[src/rtl/wdg_pkg.sv]
package wdg_pkg;
  localparam int unsigned KEY_W_DEF = 7;
  localparam int unsigned CNT_W_DEF = 8;

  typedef enum logic {
    CMD_STOP  = 1'b0,
    CMD_START = 1'b1
  } wdg_cmd_e;

  function automatic logic [KEY_W_DEF-1:0] key_flip(input logic [KEY_W_DEF-1:0] k);
    return k ^ {KEY_W_DEF{1'b1}};
  endfunction
endpackage

[src/rtl/wdg_keygate.sv]
module wdg_keygate #(
  parameter int unsigned KEY_W = 7,
  parameter logic [KEY_W-1:0] KEY_INIT = 7'h15
) (
  input  logic             clk,
  input  logic             rst_n,
  input  logic             wr_en,
  input  logic [KEY_W-1:0] wr_key,
  output logic             accept
);
  logic [KEY_W-1:0] key_q;
  logic [KEY_W-1:0] key_d;
  logic [KEY_W-1:0] want;

  always_comb begin
    want   = ~key_q;
    accept = wr_en && (wr_key == want);
    key_d  = key_q;
    if (accept) key_d = wr_key;
  end

  always_ff @(posedge clk or negedge rst_n) begin
    if (!rst_n) key_q <= KEY_INIT;
    else        key_q <= key_d;
  end

  AST_KEY_CHAIN: assert property (@(posedge clk) disable iff (!rst_n)
    accept |=> (key_q == ($past(key_q) ^ {KEY_W{1'b1}})));
  AST_KEY_HOLD: assert property (@(posedge clk) disable iff (!rst_n)
    !accept |=> $stable(key_q));
endmodule

[src/rtl/wdg_prescale.sv]
module wdg_prescale #(
  parameter int unsigned DIV = 131072
) (
  input  logic clk,
  input  logic rst_n,
  input  logic run,
  input  logic clr,
  output logic tick
);
  localparam int unsigned PW = (DIV > 1) ? $clog2(DIV) : 1;
  localparam logic [PW-1:0] LAST = PW'(DIV - 1);

  generate
    if (DIV > 1) begin : g_div
      logic [PW-1:0] pre_q;
      logic [PW-1:0] pre_d;
      logic          pre_en;

      always_comb begin
        pre_en = 1'b1;
        pre_d  = pre_q + 1'b1;
        if (clr || !run)          pre_d = '0;
        else if (pre_q == LAST)   pre_d = '0;
      end

      always_ff @(posedge clk or negedge rst_n) begin
        if (!rst_n)      pre_q <= '0;
        else if (pre_en) pre_q <= pre_d;
      end

      assign tick = run && !clr && (pre_q == LAST);

      AST_TICK_GAP: assert property (@(posedge clk) disable iff (!rst_n)
        tick |=> !tick);
    end else begin : g_nodiv
      assign tick = run && !clr;
    end
  endgenerate
endmodule

[src/rtl/wdg_countdown.sv]
module wdg_countdown #(
  parameter int unsigned CNT_W = 8
) (
  input  logic             clk,
  input  logic             rst_n,
  input  logic             accept,
  input  logic             cmd_start,
  input  logic [CNT_W-1:0] wr_count,
  input  logic             tick,
  output logic             run,
  output logic             bite,
  output logic             nmi,
  output logic [CNT_W-1:0] count
);
  localparam logic [CNT_W-1:0] ONE = CNT_W'(1);
  localparam logic [CNT_W-1:0] TWO = CNT_W'(2);

  logic [CNT_W-1:0] cnt_q, cnt_d;
  logic             run_q, run_d;
  logic             nmi_q, nmi_d;
  logic             bite_c;

  always_comb begin
    cnt_d  = cnt_q;
    run_d  = run_q;
    nmi_d  = nmi_q;
    bite_c = 1'b0;
    if (accept) begin
      if (cmd_start) begin
        cnt_d = wr_count;
        run_d = 1'b1;
        nmi_d = (wr_count == ONE);
      end else begin
        run_d = 1'b0;
        nmi_d = 1'b0;
      end
    end else if (run_q && tick) begin
      if (cnt_q <= ONE) begin
        cnt_d  = '0;
        run_d  = 1'b0;
        nmi_d  = 1'b1;
        bite_c = 1'b1;
      end else begin
        cnt_d = cnt_q - ONE;
        if (cnt_q == TWO) nmi_d = 1'b1;
      end
    end
  end

  always_ff @(posedge clk or negedge rst_n) begin
    if (!rst_n) begin
      cnt_q <= '0;
      run_q <= 1'b0;
      nmi_q <= 1'b0;
    end else begin
      cnt_q <= cnt_d;
      run_q <= run_d;
      nmi_q <= nmi_d;
    end
  end

  assign run   = run_q;
  assign bite  = bite_c;
  assign nmi   = nmi_q;
  assign count = cnt_q;

  AST_DEC_ONE: assert property (@(posedge clk) disable iff (!rst_n)
    (run_q && tick && !accept && cnt_q > ONE) |=> (cnt_q == $past(cnt_q) - ONE));
  AST_STOP_FREEZE: assert property (@(posedge clk) disable iff (!rst_n)
    (!run_q && !accept) |=> $stable(cnt_q));
  AST_NMI_HELD: assert property (@(posedge clk) disable iff (!rst_n)
    (nmi_q && !accept) |=> nmi_q);
  AST_LOAD: assert property (@(posedge clk) disable iff (!rst_n)
    (accept && cmd_start) |=> (cnt_q == $past(wr_count) && run_q));
endmodule

[src/rtl/wdg_pulse.sv]
module wdg_pulse #(
  parameter int unsigned RST_CYCLES = 16
) (
  input  logic clk,
  input  logic rst_n,
  input  logic fire,
  output logic pulse
);
  localparam int unsigned CW = $clog2(RST_CYCLES + 1);
  localparam logic [CW-1:0] LEN = CW'(RST_CYCLES);

  logic [CW-1:0] left_q, left_d;
  logic          left_en;

  always_comb begin
    left_en = fire || (left_q != '0);
    left_d  = fire ? LEN : left_q - 1'b1;
  end

  always_ff @(posedge clk or negedge rst_n) begin
    if (!rst_n)       left_q <= '0;
    else if (left_en) left_q <= left_d;
  end

  assign pulse = (left_q != '0);

  AST_PULSE_START: assert property (@(posedge clk) disable iff (!rst_n)
    fire |=> pulse);
endmodule

[src/rtl/keyed_watchdog.sv]
module keyed_watchdog #(
  parameter int unsigned KEY_W      = wdg_pkg::KEY_W_DEF,
  parameter int unsigned CNT_W      = wdg_pkg::CNT_W_DEF,
  parameter int unsigned DIV        = 131072,
  parameter int unsigned RST_CYCLES = 16,
  parameter logic [KEY_W-1:0] KEY_INIT = 7'h15
) (
  input  logic             clk,
  input  logic             rst_n,
  input  logic             wr_en,
  input  logic [KEY_W-1:0] wr_key,
  input  logic             wr_cmd,
  input  logic [CNT_W-1:0] wr_count,
  output logic [CNT_W-1:0] count_o,
  output logic             nmi_o,
  output logic             reset_o
);
  import wdg_pkg::*;

  logic [1:0] sync_q;
  logic       rst_s_n;
  logic       accept;
  logic       tick;
  logic       run;
  logic       bite;
  logic       cmd_start;

  always_ff @(posedge clk or negedge rst_n) begin
    if (!rst_n) sync_q <= 2'b00;
    else        sync_q <= {sync_q[0], 1'b1};
  end
  assign rst_s_n   = sync_q[1];
  assign cmd_start = (wdg_cmd_e'(wr_cmd) == CMD_START);

  wdg_keygate #(.KEY_W(KEY_W), .KEY_INIT(KEY_INIT)) u_key (
    .clk(clk), .rst_n(rst_s_n), .wr_en(wr_en), .wr_key(wr_key), .accept(accept)
  );

  wdg_prescale #(.DIV(DIV)) u_pre (
    .clk(clk), .rst_n(rst_s_n), .run(run), .clr(accept), .tick(tick)
  );

  wdg_countdown #(.CNT_W(CNT_W)) u_cnt (
    .clk(clk), .rst_n(rst_s_n), .accept(accept), .cmd_start(cmd_start),
    .wr_count(wr_count), .tick(tick), .run(run), .bite(bite),
    .nmi(nmi_o), .count(count_o)
  );

  wdg_pulse #(.RST_CYCLES(RST_CYCLES)) u_pulse (
    .clk(clk), .rst_n(rst_s_n), .fire(bite), .pulse(reset_o)
  );

  AST_BITE_WITH_NMI: assert property (@(posedge clk) disable iff (!rst_s_n)
    $rose(reset_o) |-> (nmi_o && count_o == '0));
  AST_IDLE_QUIET: assert property (@(posedge clk) disable iff (!rst_s_n)
    (!run && !accept && !reset_o) |=> !$rose(reset_o));
  AST_WRITE_WINS: assert property (@(posedge clk) disable iff (!rst_s_n)
    accept |=> !reset_o || $past(reset_o));
endmodule

[config.mk]
export PLATFORM = sky130hd
export DESIGN_NAME = keyed_watchdog
export DESIGN_NICKNAME = d
export VERILOG_FILES = /design/src/rtl/wdg_pkg.sv /design/src/rtl/wdg_keygate.sv /design/src/rtl/wdg_prescale.sv /design/src/rtl/wdg_countdown.sv /design/src/rtl/wdg_pulse.sv /design/src/rtl/keyed_watchdog.sv
export SDC_FILE = /design/constraint.sdc
export NUM_CORES = 1
export LEC_CHECK = 0
export BUFFER_PORTS_ARGS = -buffer_cell sky130_fd_sc_hd__clkbuf_2
export CAP_MARGIN = 20
export CORE_AREA = 2 2 74 69
export CTS_CLUSTER_DIAMETER = 200
export DETAILED_ROUTE_END_ITERATION = 10
export DIE_AREA = 0 0 76 71
export GPL_TIMING_DRIVEN = 1
export MAX_ROUTING_LAYER = met4
export PLACE_DENSITY = 0.68
export SYNTH_ARGS = -nofsm -noshare
export SYNTH_HDL_FRONTEND = slang
export SYNTH_SLANG_ARGS = --single-unit
[constraint.sdc]
create_clock -name clk -period 1.3 [get_ports clk]
set_input_delay 0.39 -clock clk [delete_from_list [all_inputs] [get_ports clk]]
set_output_delay 0.39 -clock clk [all_outputs]
set_load 0.01 [all_outputs]
Word-level counts from Yosys, hierarchy flattened
Index checks and enable logic that the tools add are counted.

word-level totals
  register bits = 41
  bits of input ports = 19
  word-level logic and storage cells = 51
  output and inout bits = 10

cells by class
  bitwise gates (word level) = 1
  add/subtract/negate cells = 3
  magnitude comparators = 1
  muxes and demuxes = 19
  reduce and logical (&&, ||, !) cells = 15
  equal/unequal tests = 5

operators by type and width
  operator                 number
  $mux W17                 2
  $mux W8                  4
  $add A17 B1 Y17 const B  1
  $eq A17 B17 Y1 const B   1
  $mux W1                  12
  $eq A8 B1 Y1 const B     1
  $eq A8 B2 Y1 const B     1
  $le A8 B1 Y1 const B     1
  $sub A8 B1 Y8 const B    1
  $eq A7 B7 Y1             1
  $not A7 Y7               1
  $reduce_and A2 Y1        3
  $mux W5                  1
  $reduce_bool A5 Y1       1
  $sub A5 B1 Y5 const B    1
  $logic_and A1 B1 Y1      4
  $reduce_bool A2 Y1       2
  $reduce_bool A3 Y1       1
  $logic_not A1 Y1         2
  $logic_or A1 B1 Y1       2
  $ne A2 B2 Y1 const B     1

Depth between registers and ports, before layout
Gate-level depths: netlist of the first run.

  depth after elaboration = 10
  depth in mapped cells = 10
  mapped depth without buffers = 10

By module
Synthesis of the first run repeated with hierarchy kept, for this count alone.

second synthesis, totals
  cells, all modules = 222
  area total of the unflattened synthesis = 2,265.9 µm²

by module, submodules not included
  module          seq. area each (µm²)  area an instance (µm²)  times used  cells each
  wdg_prescale    425.4                 875.8                   1           89
  wdg_countdown   250.2                 693.2                   1           75
  wdg_keygate     178.9                 381.6                   1           30
  wdg_pulse       125.1                 261.5                   1           25
  keyed_watchdog  50.0                  53.8                    1           3

Worst setup path after synthesis of the first run
No wires, ideal clock.

  kind = register -> register
  from = reg u_pre.g_div.pre_q[0]
  to = reg u_cnt.cnt_q[4] (netlist: u_cnt.count[4])
  cell stages (with the launch flop) = 11
  period minus slack after synthesis = 2,365 ps
  required time = 1,177 ps
  path slack = -1,065 ps
  arrival = 2,242 ps
  buffers on the path = 0
  setup time = 123 ps
  cells stage by stage = dfrtp_1 ha_1 and4_1 and3b_1 and4_1 ha_1 and2_0 nand2_1 nor4_1 mux2_2 o221a_1

between the ends
  cells in the longest elaborated chain, start to end = 5

ends and longest elaborated chain
  element                              line                 text
  start, declared                      wdg_prescale.sv:15   logic [PW-1:0] pre_q;
  start signal, assigned               wdg_prescale.sv:28   else if (pre_en) pre_q <= pre_d;
  $eq A17 B17 Y1                       wdg_prescale.sv:31   assign tick = run && !clr && (pre_q == LAST);
  $logic_and A1 B1 Y1                  wdg_prescale.sv:31
  $logic_and A1 B1 Y1                  wdg_countdown.sv:37  end else if (run_q && tick) begin
  $reduce_bool A2 Y1 (no source line)  -
  $reduce_and A2 Y1 (no source line)   -
  end signal, assigned                 wdg_countdown.sv:56  cnt_q <= cnt_d;
  end, declared                        wdg_countdown.sv:18  logic [CNT_W-1:0] cnt_q, cnt_d;

Every way passes these cells.
A chain may end at the register's enable or synchronous reset.

Worst setup path in the final report of the first run
  from = reg u_pre.g_div.pre_q[1]
  to = reg u_cnt.cnt_q[4] (netlist: u_cnt.count[4])

The elaborated chain is that of the path after synthesis.

==> impl_metrics.env, run 1 <==
export IMPL_switching_share=0.320
export IMPL_ys_top_cells_by_count="38 x dfrtp_1, 34 x nand2_1, 26 x nor2_1"
export IMPL_gr_usage_all_layers=0.238
export IMPL_fillCellCount=294
export IMPL_comb_power_share=0.292
export IMPL_synthSimpleGateAreaFrac=0.263
export IMPL_num_rows=24
export IMPL_yosysSeqAreaShare=0.463
export IMPL_syn_avg_cell_area_sq_um=9.66
export IMPL_portBuffers=28
export IMPL_synthTopCellsByArea="dfrtp_1 43%, nand2_1 5.7%, xor2_1 4.7%, nor2_1 4.4%, xnor2_1 4.3%"
export IMPL_yosysUniqueCellTypes=46
export IMPL_ir_drop_mv=0.701
export IMPL_arrival_ps=2330
export IMPL_p_leak_nw=1.67
export IMPL_wl_per_cell_um=15.7
export IMPL_synth_area_sq_mm=0.00222
export IMPL_synth_xor_area_frac=0.0907
export IMPL_vias_per_cell=5.35
export IMPL_synth_warnings=0
export IMPL_fmax_ghz=0.467
export IMPL_ant_nets=0
export IMPL_drc=0
export IMPL_synth_ff_type="dfrtp_1"
export IMPL_drt_first_iter_violations=79
export IMPL_yosysTopAreaCell="dfrtp_1"
export IMPL_hp_class="reg2async"
export IMPL_syn_nets=256
export IMPL_drive_above_1_share=0.510
export IMPL_synth_compound_area_share=0.0946
export IMPL_internal_power_w=0.00225
export IMPL_grt_pass1_vias=2146
export IMPL_ys_async_sr_fraction=1.00
export IMPL_vias=2216
export IMPL_finalClockSkew_ps=6.37
export IMPL_timing_final_ws_setup_ps=-839
export IMPL_worst_slew_pin_slew_ps=483
export IMPL_tns_ps=-25690
export IMPL_cts_sinks=41
export IMPL_n_antenna_cell=0
export IMPL_synthAdderAreaFrac=0.0394
export IMPL_syn_instance_count=230
export IMPL_clock_path_buffers=2
export IMPL_synth_top_family_by_area="simple AND/OR/NAND/NOR gates"
export IMPL_cap_violations=0
export IMPL_total_power_w=0.00331
export IMPL_numCtsBuffers=5
export IMPL_clock_latency_ps=300
export IMPL_required_ps=1490
export IMPL_period_share=1.65
export IMPL_htree_levels=2
export IMPL_design_core_area_sq_mm=0.00465
export IMPL_dieWidth_um=76
export IMPL_cp_cell_sequence="ha_2 -> and4_1 -> and3b_2 -> and4_4 -> ha_4 -> and2_4 -> nand2_4 -> nor4_4 -> mux2_4 -> o221a_1"
export IMPL_gr_total_overflow=0
export IMPL_antenna_found_initial=0
export IMPL_critical_path_class="reg2reg"
export IMPL_synth_mux_area_frac=0.0186
export IMPL_drv_slew=0
export IMPL_cp_num_buf_inv=0
export IMPL_outcome="complete, but fails checks"
export IMPL_final_util=0.763
export IMPL_fp_dieH_um=71
export IMPL_min_period_ps=2140
export IMPL_floorplan_initialDensity=0.477
export IMPL_yosys_cell_count_top_type="dfrtp_1"
export IMPL_critPathMaxFanout=4
export IMPL_violations="negative setup slack"
export IMPL_synth_edff_count=0
export IMPL_power_frac_seq=0.453
export IMPL_grt_pass1_wl_um=9870
export IMPL_startpoint_type="flip-flop"
export IMPL_area_growth_pct=59.9
export IMPL_critical_path_top_delay_family="simple AND/OR/NAND/NOR gates"
export IMPL_finalSetupViolCount=48
export IMPL_synth_top_cell_area_share=0.428
export IMPL_root_buffer="clkbuf_8"
export IMPL_wl_um=6480
export IMPL_p_clk_frac=0.255
export IMPL_rsz0062_at_grt="yes"
export IMPL_slew_headroom=0.673
export IMPL_dieArea_sq_mm=0.00540
export IMPL_slowest_delay_ps=390
export IMPL_cts_clk_slew_worst_paths_ps=80
export IMPL_drt_pre_antenna_iters=4
export IMPL_dpl_hpwl_um=4000
export IMPL_boundaryPins=29
export IMPL_grt_max_degree=20
export IMPL_powerDensity_mw_per_mm2=931
export IMPL_tritoncts="yes"
export IMPL_p_sw_w=0.00106
export IMPL_synth_seq_cells=41
export IMPL_hold_violations=0
export IMPL_gp_congestion=0.932
export IMPL_cp_end_kind="flip-flop"
export IMPL_nets=374
export IMPL_cp_slowest_cell="dfrtp_1"
==> cell usage in the layout, fill, tap and decap left out, drive strengths merged, types with 2 or more instances in the layout <==
cell type  count
clkinv         2
nand4          6
inv            8
dfrtp         38
nor3           5
or3            2
nor2          26
dfstp          3
a211oi         3
a31oi          2
or4            2
mux2i          3
and2           4
nand2         34
o21ai          3
o31ai          2
clkbuf        26
nor4           5
a21oi          7
and4           3
xor2          12
nand3         11
o211ai         4
xnor2         11
ha             7
and3           6
buf           96
==> layer usage <==
metal,track usage,routed length [um],up-vias
met2,0.404,3350,71
met4,0.0949,179,0
li1,-,-,1041
met3,0.0408,259,18
met1,0.287,2690,1086
met5,-,0,-
==> power by group through the flow <==
stage / registers [W] / logic (W) / clock network, W
global placement: 0.00151 / 0.000680 / 0
CTS: 0.00149 / 0.000793 / 0.000857
floorplan: 0.00155 / 0.000308 / 0
detailed placement: 0.00151 / 0.000696 / 0
finish: 0.00150 / 0.000965 / 0.000843
global route: 0.00151 / 0.00104 / 0.000904
==> path summary, 6_finish.rpt <==
kind	startpoint	endpoint	slack, ps	depth (start not counted)
max	u_pre.g_div.pre_q[1]	u_cnt.count[4]	-840	10
min	sync_q[1]	u_key.key_q[6]	170	0
max reg2reg	u_pre.g_div.pre_q[1]	u_cnt.count[4]	-840	10
min reg2reg	sync_q[1]	u_key.key_q[6]	170	0
max in group asynchronous	sync_q[1]	u_cnt.count[5]	580	1
min in group clk	wr_key[0]	u_key.key_q[0]	290	3
==> per-stage QoR <==
step                cells  instance area, sq um  hold slack [ps]  setup WS [ps]
floorplan             230                  2260             94.4           -890
global placement      386                  2970              166           -826
detailed placement    386                  2970              170           -902
CTS                   404                  3300              176           -818
global route          414                  3550              217           -949
finish                414                  3550              171           -839
==> cell type report <==
type / instances / area (sq um) / share of cell area
Sequential cell: 41 / 1030 / 0.291
Inverter: 8 / 32.5 / 0.00916
Multi-Input combinational cell: 174 / 1390 / 0.390
Tap cell: 65 / 81.3 / 0.0229
Timing Repair Buffer: 118 / 935 / 0.263
Clock buffer: 5 / 68.8 / 0.0194
Clock inverter: 3 / 17.5 / 0.00493
==> flip-flops by register name (all words and copies together) (netlist names) <==
register	cells
sync_q	2
u_cnt.nmi	1
u_cnt.run	1
u_key.key_q	7
u_pulse.left_q	5
u_cnt.count	8
u_pre.g_div.pre_q	17
==> cells by family after synthesis <==
family                     Yosys count
other                                1
DFF                                 41
muxes                                4
adders and majority gates            7
and+or+nand+nor                    110
buffers and inverters               15
AOI/OAI and AO/OA                   29
xor gates and xnor gates            23
==> repair_timing <==
item,in CTS,in global routing
pin swaps,16,23
gates resized for setup,39,55
setup endpoints to repair,48,48
gates cloned,0,1
hold buffers,1,0
buffers inserted,10,13
endpoints found under the hold margin,2,0
Note: power is estimated with default switching activity, not from simulation.
==> inputs of run 2 (changes only) <==
- PLACE_DENSITY: 0.68 -> 0.82
==> impl_metrics.env, run 2 (same netlist as run 1, synthesis figures left out) <==
export IMPL_final_cell_mix="69 x buf_4, 36 x dfrtp_1, 26 x buf_6"
export IMPL_nets=378
export IMPL_fillCellCount=213
export IMPL_gr_total_overflow=0
export IMPL_fmax_ghz=0.388
export IMPL_area_growth_pct=65.5
export IMPL_critical_path_class="reg2reg"
export IMPL_dieWidth_um=76
export IMPL_root_buffer="clkbuf_8"
export IMPL_cp_end_kind="flip-flop"
export IMPL_num_rows=24
export IMPL_gr_usage_all_layers=0.290
export IMPL_cts_clk_slew_worst_paths_ps=90
export IMPL_violations="negative setup slack"
export IMPL_largest_reg_flops=17
export IMPL_dpl_hpwl_um=4040
export IMPL_crit_end="u_cnt.count[6]"
export IMPL_drc=0
export IMPL_powerDensity_mw_per_mm2=1010
export IMPL_cts_sinks=41
export IMPL_gp_congestion=0.922
export IMPL_r2r_start="u_pre.g_div.pre_q[0]"
export IMPL_wl_per_cell_um=24.3
export IMPL_period_share=1.98
export IMPL_startpoint="u_pre.g_div.pre_q[0]"
export IMPL_top_register="u_pre.g_div.pre_q"
export IMPL_rrSetupSlack_ps=-1270
export IMPL_ant_nets=0
export IMPL_final_common_cell="buf_4"
export IMPL_htree_levels=2
export IMPL_ir_drop_mv=0.859
export IMPL_worst_slew_pin_slew_ps=497
export IMPL_boundaryPins=29
export IMPL_hold_violations=0
export IMPL_floorplan_initialDensity=0.477
export IMPL_drv_slew=0
export IMPL_startpoint_type="flip-flop"
export IMPL_slew_headroom=0.666
export IMPL_tns_ps=-32590
export IMPL_n_antenna_cell=0
export IMPL_design_core_area_sq_mm=0.00465
export IMPL_outcome="complete, but fails checks"
export IMPL_finalClockSkew_ps=8.45
export IMPL_grt_pass1_wl_um=11800
export IMPL_arrival_ps=2710
export IMPL_numCtsBuffers=5
export IMPL_timing_rr_end="u_cnt.count[6]"
export IMPL_tritoncts="yes"
export IMPL_antenna_found_initial=0
export IMPL_portBuffers=28
export IMPL_grt_max_degree=40
export IMPL_final_area_sq_mm=0.00368
export IMPL_drive_above_1_share=0.541
export IMPL_timing_final_ws_setup_ps=-1270
export IMPL_wl_um=10100
export IMPL_critPathMaxFanout=4
export IMPL_clock_path_buffers=2
export IMPL_finalSetupViolCount=48
export IMPL_min_period_ps=2570
export IMPL_cap_violations=0
export IMPL_rsz0062_at_grt="yes"
export IMPL_drt_first_iter_violations=337
export IMPL_drt_pre_antenna_iters=6
export IMPL_required_ps=1440
export IMPL_hp_class="reg2async"
export IMPL_vias=2647
export IMPL_p_leak_nw=1.73
export IMPL_grt_pass1_vias=2384
export IMPL_vias_per_cell=6.33
export IMPL_dieArea_sq_mm=0.00540
export IMPL_fp_dieH_um=71
export IMPL_r2r_cells=9
export IMPL_dpl_cell_area_sq_mm=0.00296
export IMPL_clock_latency_ps=310
==> run 2: changes by cell type in the layout (fill, tap and decap cells not counted), sizes merged <==
cell,previous run,this run
buf,96,100
clkinvlp,1,0
bufinv,0,1
clkinv,2,0
clkbuf,26,28
==> run 2: layer usage <==
layer / track usage / up-vias / share of wire
met1: 0.347 / 1272 / 0.36
met2: 0.464 / 233 / 0.46
li1: - / 1060 / -
met4: 0.154 / 0 / 0.073
met5: - / - / 0
met3: 0.0638 / 82 / 0.10
==> run 2: per-stage QoR <==
stage / setup WS (ps) / std cells / utilization / total power [W] / hold slack [ps]
floorplan: -890 / 230 / - / 0.00186 / 94.4
global placement: -803 / 383 / 0.637 / 0.00220 / 176
detailed placement: -870 / 383 / 0.637 / 0.00223 / 179
CTS: -800 / 402 / 0.716 / 0.00341 / 250
global route: -1320 / 418 / 0.790 / 0.00380 / 279
finish: -1270 / 418 / 0.790 / 0.00373 / 249
==> run 2: layout make-up <==
cell class	count	area, sq um	area share
clock buffer	7	86.3	0.0235
inverter	8	30.0	0.00817
timing repair buffer	122	1000	0.272
sequential	41	1030	0.281
tap	65	81.3	0.0221
clock inverter	1	30.0	0.00817
multi-input combinational	174	1420	0.385
==> run 2: how the worst min path moves through the flow <==
stage / start / end / slack, ps / cells past startpoint
finish: sync_q[1] / u_pre.g_div.pre_q[5] / 250 / 1
global route: sync_q[1] / u_pre.g_div.pre_q[5] / 280 / 1
CTS: sync_q[1] / u_pre.g_div.pre_q[5] / 250 / 1
detailed placement: rst_n / sync_q[1] / 180 / 1
global placement: rst_n / sync_q[1] / 180 / 1
floorplan: rst_n / sync_q[0] / 90 / 0
==> run 2: what timing repair did <==
action / CTS / global route
endpoints found under the setup margin: 48 / 48
endpoints found under the hold margin: 2 / 0
setup buffers: 10 / 19
hold buffers: 1 / 0
cloned: 0 / 1
pin swaps: 20 / 21
gates resized for setup: 38 / 68
==> run 2: worst max-delay path, cell delays in order (launching register included) <==
cell and delay (ps):
dfrtp_1 390, ha_2 210, and4_4 220, and3b_2 210
and4_4 230, ha_4 160, and3_1 260, nand2_1 80
o31ai_1 400, a31oi_1 250
==> run 2: report_power, final <==
group | total (W) | internal (W) | switching (W)
clock | 0.00112 | 0.000627 | 0.000496
combinational | 0.00108 | 0.000494 | 0.000587
sequential | 0.00153 | 0.00139 | 0.000133
==> inputs of run 3 (changes only) <==
- CTS_BUF_LIST: unset -> sky130_fd_sc_hd__clkbuf_8 sky130_fd_sc_hd__clkbuf_16
==> impl_metrics.env, run 3 (same netlist as run 1, synthesis figures left out) <==
export IMPL_wl_um=10200
export IMPL_finalSetupViolCount=48
export IMPL_antenna_found_initial=0
export IMPL_design_core_area_sq_mm=0.00465
export IMPL_arrival_ps=2730
export IMPL_dieArea_sq_mm=0.00540
export IMPL_htree_levels=2
export IMPL_clock_path_buffers=2
export IMPL_cts_sinks=41
export IMPL_critical_path_class="reg2reg"
export IMPL_r2r_start="u_pre.g_div.pre_q[1]"
export IMPL_wl_met2_um=4730
export IMPL_cp_cell_sequence="ha_2 -> and4_4 -> and3b_2 -> and4_4 -> ha_4 -> and3_1 -> nand2_1 -> o31ai_1 -> a31oi_1"
export IMPL_powerDensity_mw_per_mm2=1010
export IMPL_p_sw_w=0.00121
export IMPL_cp_end_kind="flip-flop"
export IMPL_finalClockSkew_ps=11.5
export IMPL_power_frac_seq=0.410
export IMPL_timing_final_ws_setup_ps=-1300
export IMPL_required_ps=1440
export IMPL_comb_power_share=0.291
export IMPL_hold_violations=0
export IMPL_hp_class="reg2async"
export IMPL_holdWs_ps=246
export IMPL_tritoncts="yes"
export IMPL_dieWidth_um=76
export IMPL_cap_violations=0
export IMPL_nets=378
export IMPL_rrSetupSlack_ps=-1300
export IMPL_internal_power_w=0.00251
export IMPL_drt_pre_antenna_iters=5
export IMPL_pre_cts_slack_ps=-870
export IMPL_min_period_ps=2600
export IMPL_vias_per_cell=6.31
export IMPL_met1_length_um=3590
export IMPL_period_share=2.00
export IMPL_vias=2639
export IMPL_cp_num_buf_inv=0
export IMPL_dpl_hpwl_um=4040
export IMPL_startpoint="u_pre.g_div.pre_q[1]"
export IMPL_timing_rr_end="u_cnt.count[6]"
export IMPL_root_buffer="clkbuf_8"
export IMPL_r2r_cells=9
export IMPL_topRoutingLayerUsed="met4"
export IMPL_drive_above_1_share=0.541
export IMPL_drc=0
export IMPL_grt_pass1_wl_um=11800
export IMPL_ant_nets=0
export IMPL_switching_share=0.326
export IMPL_numCtsBuffers=5
export IMPL_startpoint_type="flip-flop"
export IMPL_boundaryPins=29
export IMPL_routed_wl_met3_um=1130
export IMPL_crit_path_frequent_cell="and4_4"
export IMPL_floorplan_initialDensity=0.477
export IMPL_total_power_w=0.00372
export IMPL_cp_slowest_cell="o31ai_1"
export IMPL_outcome="complete, but fails checks"
export IMPL_portBuffers=28
export IMPL_area_growth_pct=65.5
export IMPL_final_common_cell="buf_4"
export IMPL_drt_first_iter_violations=302
export IMPL_p_clk_frac=0.299
export IMPL_grt_pass1_vias=2384
export IMPL_clock_latency_ps=310
export IMPL_gr_usage_all_layers=0.290
export IMPL_gp_congestion=0.922
export IMPL_wl_per_cell_um=24.3
export IMPL_violations="negative setup slack"
export IMPL_critPathMaxFanout=4
export IMPL_tns_ps=-32790
export IMPL_p_leak_nw=1.73
export IMPL_fmax_ghz=0.385
export IMPL_slowest_delay_ps=410
export IMPL_cts_clk_slew_worst_paths_ps=90
export IMPL_num_rows=24
export IMPL_worst_slew_pin_slew_ps=528
export IMPL_rsz0062_at_grt="yes"
export IMPL_fp_dieH_um=71
export IMPL_gr_total_overflow=0
export IMPL_ir_drop_mv=0.859
export IMPL_n_antenna_cell=0
export IMPL_slew_headroom=0.645
export IMPL_largest_reg_flops=17
export IMPL_final_cell_mix="69 x buf_4, 36 x dfrtp_1, 26 x buf_6"
export IMPL_critical_path_top_delay_family="simple AND/OR/NAND/NOR gates"
export IMPL_final_util=0.790
export IMPL_grt_max_degree=40
export IMPL_top_register="u_pre.g_div.pre_q"
export IMPL_drv_slew=0
## run 3: power by group through the flow
stage               Combinational (W)  Sequential (W)  Clock (W)
floorplan                    0.000308         0.00155          0
global placement             0.000711         0.00149          0
detailed placement           0.000736         0.00150          0
CTS                          0.000838         0.00148    0.00108
global route                  0.00112         0.00152    0.00115
finish                        0.00108         0.00152    0.00111
## run 3: worst register-to-register path: stages (launching register included)
cell	delay [ps]
dfrtp_1	390
ha_2	210
and4_4	220
and3b_2	210
and4_4	230
ha_4	160
and3_1	270
nand2_1	80
o31ai_1	410
a31oi_1	260
## run 3: per-layer routing
layer / vias up / track usage
met5: - / -
met4: 0 / 0.154
met2: 250 / 0.464
li1: 1060 / -
met1: 1254 / 0.347
met3: 75 / 0.0638
## run 3: layout make-up
class | count | area [sq um]
clock buffers | 6 | 82.6
fillers | 213 | 977
flip-flops and latches | 41 | 1030
multi-input cells | 174 | 1420
clock inverters | 2 | 33.8
well taps | 65 | 81.3
inverters | 8 | 30.0
repair buffers | 122 | 1000
## run 3: metrics by stage
step	cell area [sq um]	std cells
detailed placement	2960	383
global route	3680	418
finish	3680	418
CTS	3330	402
global placement	2960	383
floorplan	2260	230
## run 3: how the worst max path moves through the flow
stage / endpoint / slack, ps / depth (start not counted)
floorplan: u_cnt.count[4] / -890 / 10
CTS: u_cnt.count[4] / -800 / 10
global route: u_cnt.count[6] / -1320 / 9
detailed placement: u_cnt.count[4] / -870 / 10
global placement: u_cnt.count[4] / -800 / 10
finish: u_cnt.count[6] / -1300 / 9
## run 3: repair_timing
action                     in CTS  in global routing
setup endpoints to repair      48                 48
setup buffers                  10                 19
gates cloned                    0                  1
hold buffers                    1                  0
pin swaps                      20                 21
hold endpoints to repair        2                  0
resized for setup              38                 68
